File: src/rtl/regspi_pkg.sv
package regspi_pkg;
   localparam int REG_AW  = 3;
   localparam int BUS_W   = 32;
   localparam int LEN_LSB = 8;
   localparam int LEN_FW  = 8;
   localparam int CNT_W   = 6;

   typedef enum logic [REG_AW-1:0] {
      A_CTRL = 3'd0,
      A_STAT = 3'd1,
      A_TXD  = 3'd2,
      A_RXD  = 3'd3,
      A_CSEL = 3'd4,
      A_LOOP = 3'd5,
      A_DIV  = 3'd6
   } reg_addr_e;
endpackage

File: src/rtl/regspi_regs.sv
module regspi_regs
   import regspi_pkg::*;
#(
   parameter int MAX_BITS = 8,
   parameter int NUM_CS   = 1,
   parameter int HAS_DIV  = 1,
   parameter int DIV_W    = 16,
   parameter int DEF_DIV  = 4
) (
   input  logic                clk,
   input  logic                rst_n,
   input  logic                wr_en,
   input  logic [REG_AW-1:0]   wr_addr,
   input  logic [BUS_W-1:0]    wr_data,
   input  logic [REG_AW-1:0]   rd_addr,
   output logic [BUS_W-1:0]    rd_data,
   input  logic                busy,
   input  logic [MAX_BITS-1:0] rx_word,
   output logic                start,
   output logic [CNT_W-1:0]    start_len,
   output logic [MAX_BITS-1:0] tx_word,
   output logic [NUM_CS-1:0]   cs_q,
   output logic                loop_q,
   output logic [DIV_W-1:0]    div_eff
);
   localparam int DEF_CLAMP = (DEF_DIV < 2) ? 2 : DEF_DIV;

   logic [LEN_FW-1:0] len_fld;
   logic [CNT_W-1:0]  ctl_len_q;
   logic              ctl_wr;
   logic [BUS_W-1:0]  div_rd;

   assign len_fld   = wr_data[LEN_LSB +: LEN_FW];
   assign ctl_wr    = wr_en && (wr_addr == A_CTRL) && !busy;
   assign start     = ctl_wr && wr_data[0];
   assign start_len = (len_fld == '0 || len_fld > LEN_FW'(MAX_BITS))
                      ? CNT_W'(MAX_BITS) : len_fld[CNT_W-1:0];

   always_ff @(posedge clk or negedge rst_n) begin
      if (!rst_n) begin
         ctl_len_q <= '0;
         tx_word   <= '0;
         cs_q      <= '0;
         loop_q    <= 1'b0;
      end else if (wr_en) begin
         case (wr_addr)
            A_CTRL: if (!busy) ctl_len_q <= start_len;
            A_TXD:  tx_word <= wr_data[MAX_BITS-1:0];
            A_CSEL: cs_q    <= wr_data[NUM_CS-1:0];
            A_LOOP: loop_q  <= wr_data[0];
            default: ;
         endcase
      end
   end

   generate
      if (HAS_DIV != 0) begin : g_div_reg
         logic [DIV_W-1:0] div_q;
         always_ff @(posedge clk or negedge rst_n) begin
            if (!rst_n)                          div_q <= DIV_W'(DEF_DIV);
            else if (wr_en && wr_addr == A_DIV)  div_q <= wr_data[DIV_W-1:0];
         end
         assign div_eff = (div_q < DIV_W'(2)) ? DIV_W'(2) : div_q;
         assign div_rd  = BUS_W'(div_q);
      end else begin : g_div_fixed
         assign div_eff = DIV_W'(DEF_CLAMP);
         assign div_rd  = '0;
      end
   endgenerate

   always_comb begin
      case (rd_addr)
         A_CTRL:  rd_data = BUS_W'(ctl_len_q) << LEN_LSB;
         A_STAT:  rd_data = {{(BUS_W-1){1'b0}}, ~busy};
         A_TXD:   rd_data = BUS_W'(tx_word);
         A_RXD:   rd_data = BUS_W'(rx_word);
         A_CSEL:  rd_data = BUS_W'(cs_q);
         A_LOOP:  rd_data = {{(BUS_W-1){1'b0}}, loop_q};
         A_DIV:   rd_data = div_rd;
         default: rd_data = '0;
      endcase
   end
endmodule

File: src/rtl/regspi_clkgen.sv
module regspi_clkgen #(
   parameter int DIV_W = 16
) (
   input  logic             clk,
   input  logic             rst_n,
   input  logic             start,
   input  logic [DIV_W-1:0] period,
   input  logic             run,
   output logic             rise,
   output logic             last
);
   logic [DIV_W-1:0] per_q;
   logic [DIV_W-1:0] cnt_q;
   logic [DIV_W-1:0] half;

   assign half = per_q >> 1;
   assign rise = run && (cnt_q == half - 1'b1);
   assign last = run && (cnt_q == per_q - 1'b1);

   always_ff @(posedge clk or negedge rst_n) begin
      if (!rst_n) begin
         per_q <= DIV_W'(2);
         cnt_q <= '0;
      end else begin
         if (start) per_q <= period;
         if (!run || last) cnt_q <= '0;
         else              cnt_q <= cnt_q + 1'b1;
      end
   end
endmodule

File: src/rtl/regspi_shifter.sv
module regspi_shifter
   import regspi_pkg::*;
#(
   parameter int MAX_BITS = 8
) (
   input  logic                clk,
   input  logic                rst_n,
   input  logic                start,
   input  logic [CNT_W-1:0]    start_len,
   input  logic [MAX_BITS-1:0] tx_word,
   input  logic                miso_in,
   input  logic                rise,
   input  logic                last,
   output logic                busy,
   output logic                sclk,
   output logic                mosi,
   output logic [MAX_BITS-1:0] rx_word,
   output logic [CNT_W-1:0]    bit_cnt,
   output logic [CNT_W-1:0]    len_q
);
   logic [MAX_BITS-1:0] shreg;

   assign mosi = busy & shreg[MAX_BITS-1];

   always_ff @(posedge clk or negedge rst_n) begin
      if (!rst_n) begin
         busy    <= 1'b0;
         sclk    <= 1'b0;
         shreg   <= '0;
         rx_word <= '0;
         bit_cnt <= '0;
         len_q   <= CNT_W'(1);
      end else if (!busy) begin
         if (start) begin
            busy    <= 1'b1;
            shreg   <= tx_word << (MAX_BITS - int'(start_len));
            rx_word <= '0;
            bit_cnt <= '0;
            len_q   <= start_len;
         end
      end else begin
         if (rise) begin
            sclk    <= 1'b1;
            rx_word <= (rx_word << 1) | MAX_BITS'(miso_in);
         end
         if (last) begin
            sclk <= 1'b0;
            if (bit_cnt == len_q - 1'b1) begin
               busy <= 1'b0;
            end else begin
               bit_cnt <= bit_cnt + 1'b1;
               shreg   <= shreg << 1;
            end
         end
      end
   end
endmodule

File: src/rtl/regspi_master.sv
module regspi_master
   import regspi_pkg::*;
#(
   parameter int MAX_BITS = 8,
   parameter int NUM_CS   = 1,
   parameter int HAS_DIV  = 1,
   parameter int DIV_W    = 16,
   parameter int DEF_DIV  = 4
) (
   input  logic              clk,
   input  logic              rst_n,
   input  logic              wr_en,
   input  logic [2:0]        wr_addr,
   input  logic [31:0]       wr_data,
   input  logic [2:0]        rd_addr,
   output logic [31:0]       rd_data,
   output logic              sclk,
   output logic              mosi,
   input  logic              miso,
   output logic [NUM_CS-1:0] cs_n
);
   generate
      if (MAX_BITS < 1 || MAX_BITS > 32) begin : g_bad_bits
         $error("MAX_BITS must lie in 1..32");
      end
      if (NUM_CS < 1 || NUM_CS > 32) begin : g_bad_cs
         $error("NUM_CS must lie in 1..32");
      end
      if (DIV_W < 2 || DIV_W > 32) begin : g_bad_div
         $error("DIV_W must lie in 2..32");
      end
   endgenerate

   logic                busy;
   logic                start;
   logic [CNT_W-1:0]    start_len;
   logic [MAX_BITS-1:0] tx_word;
   logic [MAX_BITS-1:0] rx_word;
   logic [NUM_CS-1:0]   cs_q;
   logic                loop_q;
   logic [DIV_W-1:0]    div_eff;
   logic                rise;
   logic                last;
   logic                miso_in;
   logic [CNT_W-1:0]    bit_cnt;
   logic [CNT_W-1:0]    len_q;

   assign cs_n    = ~cs_q;
   assign miso_in = loop_q ? mosi : miso;

   regspi_regs #(
      .MAX_BITS(MAX_BITS), .NUM_CS(NUM_CS), .HAS_DIV(HAS_DIV),
      .DIV_W(DIV_W), .DEF_DIV(DEF_DIV)
   ) u_regs (
      .clk(clk), .rst_n(rst_n), .wr_en(wr_en), .wr_addr(wr_addr),
      .wr_data(wr_data), .rd_addr(rd_addr), .rd_data(rd_data),
      .busy(busy), .rx_word(rx_word), .start(start), .start_len(start_len),
      .tx_word(tx_word), .cs_q(cs_q), .loop_q(loop_q), .div_eff(div_eff)
   );

   regspi_clkgen #(.DIV_W(DIV_W)) u_clkgen (
      .clk(clk), .rst_n(rst_n), .start(start), .period(div_eff),
      .run(busy), .rise(rise), .last(last)
   );

   regspi_shifter #(.MAX_BITS(MAX_BITS)) u_shift (
      .clk(clk), .rst_n(rst_n), .start(start), .start_len(start_len),
      .tx_word(tx_word), .miso_in(miso_in), .rise(rise), .last(last),
      .busy(busy), .sclk(sclk), .mosi(mosi), .rx_word(rx_word),
      .bit_cnt(bit_cnt), .len_q(len_q)
   );
endmodule

File: config.mk
export PLATFORM = sky130hd
export DESIGN_NAME = regspi_master
export DESIGN_NICKNAME = d
export VERILOG_FILES = /design/src/rtl/regspi_pkg.sv /design/src/rtl/regspi_regs.sv /design/src/rtl/regspi_clkgen.sv /design/src/rtl/regspi_shifter.sv /design/src/rtl/regspi_master.sv
export SDC_FILE = /design/constraint.sdc
export NUM_CORES = 1
export LEC_CHECK = 0
export ABC_CLOCK_PERIOD_IN_PS = 4000
export CAP_MARGIN = 25
export CORE_ASPECT_RATIO = 0.8
export CORE_MARGIN = 4
export CORE_UTILIZATION = 40
export CTS_CLUSTER_SIZE = 24
export DETAILED_ROUTE_END_ITERATION = 12
export SLEW_MARGIN = 20
export SYNTH_ARGS = -nofsm -noshare
export SYNTH_HDL_FRONTEND = slang
export SYNTH_SLANG_ARGS = --single-unit
File: constraint.sdc
create_clock -name clk -period 4 [get_ports clk]
set_input_delay 1 -clock clk [delete_from_list [all_inputs] [get_ports clk]]
set_output_delay 1 -clock clk [all_outputs]
set_load 0.1 [all_outputs]
==> results.ini <==
[yosys]
avgSynthCellArea_um2 = 9.086
synth_seq_cells = 94
synth.distinct_cells = 69
mappedNetlistArea_um2 = 5824
synth_edf_count = 0
yosysTopAreaCellShare = 0.3910
synth_flop_cell = dfrtp_1
synth.yosys.seq_area_share = 0.4045
synth_cells = 641
synth_top_cell_by_area = dfrtp_1
synth_warnings = 0
synthArstFlopShare = 1.000
synthTopCellsByArea = dfrtp_1 39%, xnor2_1 5.4%, nand2_1 5.2%

[sta]
finalMaxSlewViolations = 0
fin_crit_ps = 3575
worst_pin_slew_ps = 988.4
max_slew_margin = 0.3390
worst_slack_ps = 424.5
timing.fmax_ghz = 0.2797
final.setup.tns_ps = 0
clock_skew_ps = 10.04
rsz0062_at_grt = false
finalSetupViolCount = 0
fin_crit_sh = 0.8939
hold_viol_final = 0

[route]
drt_first_iter_violations = 290
wl_um = 15080
vias_per_cell = 5.572
ant_nets = 0
vias = 4820
wl_per_cell_um = 17.43
firstDrtPassIters = 5
drc_errors = 0

[grt]
grt_max_degree = 75
grt_pass1_vias = 4754
grt_pass1_wl_um = 24780
grt_use_met3 = 0.04290
grt.met2_usage = 0.2910
busiest_layer = met2
grt_usage = 0.1892
grt_overflow_total = 0
antenna_found_initial = 0
grtUsageMet1 = 0.2713

[clock_tree]
cts_setup_buffers = 0
cts_tree = yes
clockBufferDepth = 2
cts_sinks = 94
cts.htree.levels = 3
clock_tree.root_cell = clkbuf_16
numCtsBuffers = 9
path_clk_slew_ps = 70
cts_resized = 0
clock_latency_ps = 340
hold_buffers = 0

[power]
peakVddDrop_v = 0.0002164
finalPower_w = 0.002647
powerDensity_nw_per_um2 = 382.7
cellLeakagePower_nw = 2.951

[cells_and_area]
syn_to_final_growth_pct = 18.75
final_cell_area_um2 = 6917
nets = 725
num-fill-cells = 1322
final_common_cell = dfrtp_1
n_antenna_cell = 0
finalCoreUtilization = 0.4854
drive_gt1_frac = 0.1601
mostFrequentLayoutCells = 91 x dfrtp_1, 81 x nand2_1, 53 x nor2_1

[floorplan]
dieWidth_um = 142.9
die_h_um = 115.9
std_cell_rows = 39
io-pin-count = 77
die_area_um2 = 16570
start_util = 0.4088
core-area_um2 = 14250

[setup_path]
crit_fanout = 3
crit_path_end_kind = flop
cp_data_required_time_ps = 4240
path_class = in2reg
critPathLaunchType = primary input
worstPathArrival_ps = 3810

[status]
outcome = finished clean

[place]
io_buffers = 44
dpl_cell_area_um2 = 6591
place_ws_ps = 78.97
gp_congestion = 0.8509
dp_hpwl_um = 11280

[hold_path]
holdCritPathClass = reg2reg

[run]
drv_cap = 0

-- registers in the layout, summed over array words and instances, names as in the netlist --
name / cells
u_shift.sclk: 1
u_shift.bit_cnt: 6
u_regs.cs_q: 1
u_shift.rx_word: 8
u_regs.ctl_len_q: 6
u_regs.loop_q: 1
u_shift.len_q: 6
u_clkgen.per_q: 16
u_regs.g_div_reg.div_q: 16
u_regs.tx_word: 8
u_shift.shreg: 8
u_shift.busy: 1
u_clkgen.cnt_q: 16
-- metal layers --
layer | routed length, um | part of all wire
met5 | 0 | 0
met4 | 158 | 0.010
met3 | 747 | 0.050
met2 | 6887 | 0.46
met1 | 7282 | 0.48
-- final cells by class --
type	instances	area, um^2	share of cell area
flip-flops and latches	94	2356	0.3406
repair buffers	63	758.2	0.1096
clock inverters	6	68.82	0.009949
multi-input cells	491	3211	0.4642
well taps	184	230.2	0.03329
inverters	17	63.81	0.009226
clock buffers	10	229.0	0.03310
-- Yosys cell counts, types with 9 or more instances --
cell,count
nand2_1,81
inv_1,16
nor2_1,57
mux2_2,26
a21oi_1,19
xnor2_1,36
clkbuf_1,33
nor3_1,9
buf_4,16
nor4_1,9
o21ai_0,37
mux2i_1,14
dfrtp_1,91
xor2_1,28
nand3_1,31
a22oi_1,9
-- stage by stage --
step	std cells	hold WS (ps)
after floorplan	656	443.5
after global placement	848	461.4
after detailed placement	848	467.0
after CTS	864	483.0
after global routing	865	502.9
final	865	480.0
-- critical path, cell delays in order --
cell	delay (ps)
clkdlybuf4s50_1	430
or4_1	590
or3b_2	490
ha_1	240
xor2_1	230
mux2_2	370
a32oi_1	210
o32ai_1	100
a21o_1	160
-- power breakdown --
group	leakage, nW	internal (W)	switching (W)
Sequential	1.17	0.00103	0.000156
Clock	0.143	0.000490	0.000379
Combinational	1.63	0.000240	0.000349
Total	2.95	0.00176	0.000884
-- logic make-up (layout without fill, tap and decap cells) --
family,after synthesis,after routing,synth area share
compound gates,115,115,0.1399
simple gates,248,248,0.2075
mux,41,41,0.07819
other cells,1,16,0.0006439
flops,94,94,0.4045
fa+ha+maj,7,7,0.01504
xor+xnor,64,64,0.09624
buf+inv,71,96,0.05800
-- path summary, 6_finish.rpt --
| path | startpoint | to | slack, ps | cells past startpoint |
|---|---|---|---|---|
| worst max-delay path | wr_data[13] | u_shift.shreg[4]$_DFFE_PN0P_ | 420 | 9 |
| worst min-delay path | u_shift.shreg[4]$_DFFE_PN0P_ | u_shift.shreg[4]$_DFFE_PN0P_ | 480 | 1 |
| min in group asynchronous | rst_n | u_shift.shreg[4]$_DFFE_PN0P_ | 570 | 1 |
| worst max register to register | u_clkgen.per_q[2]$_DFFE_PN0P_ | u_shift.bit_cnt[4]$_DFFE_PN0P_ | 510 | 10 |
| max in group asynchronous | rst_n | u_regs.g_div_reg.div_q[2]$_DFFE_PN1P_ | 2480 | 3 |
| worst min register to register | u_shift.shreg[4]$_DFFE_PN0P_ | u_shift.shreg[4]$_DFFE_PN0P_ | 480 | 1 |
No activity file was read; power rests on OpenSTA's default activity.
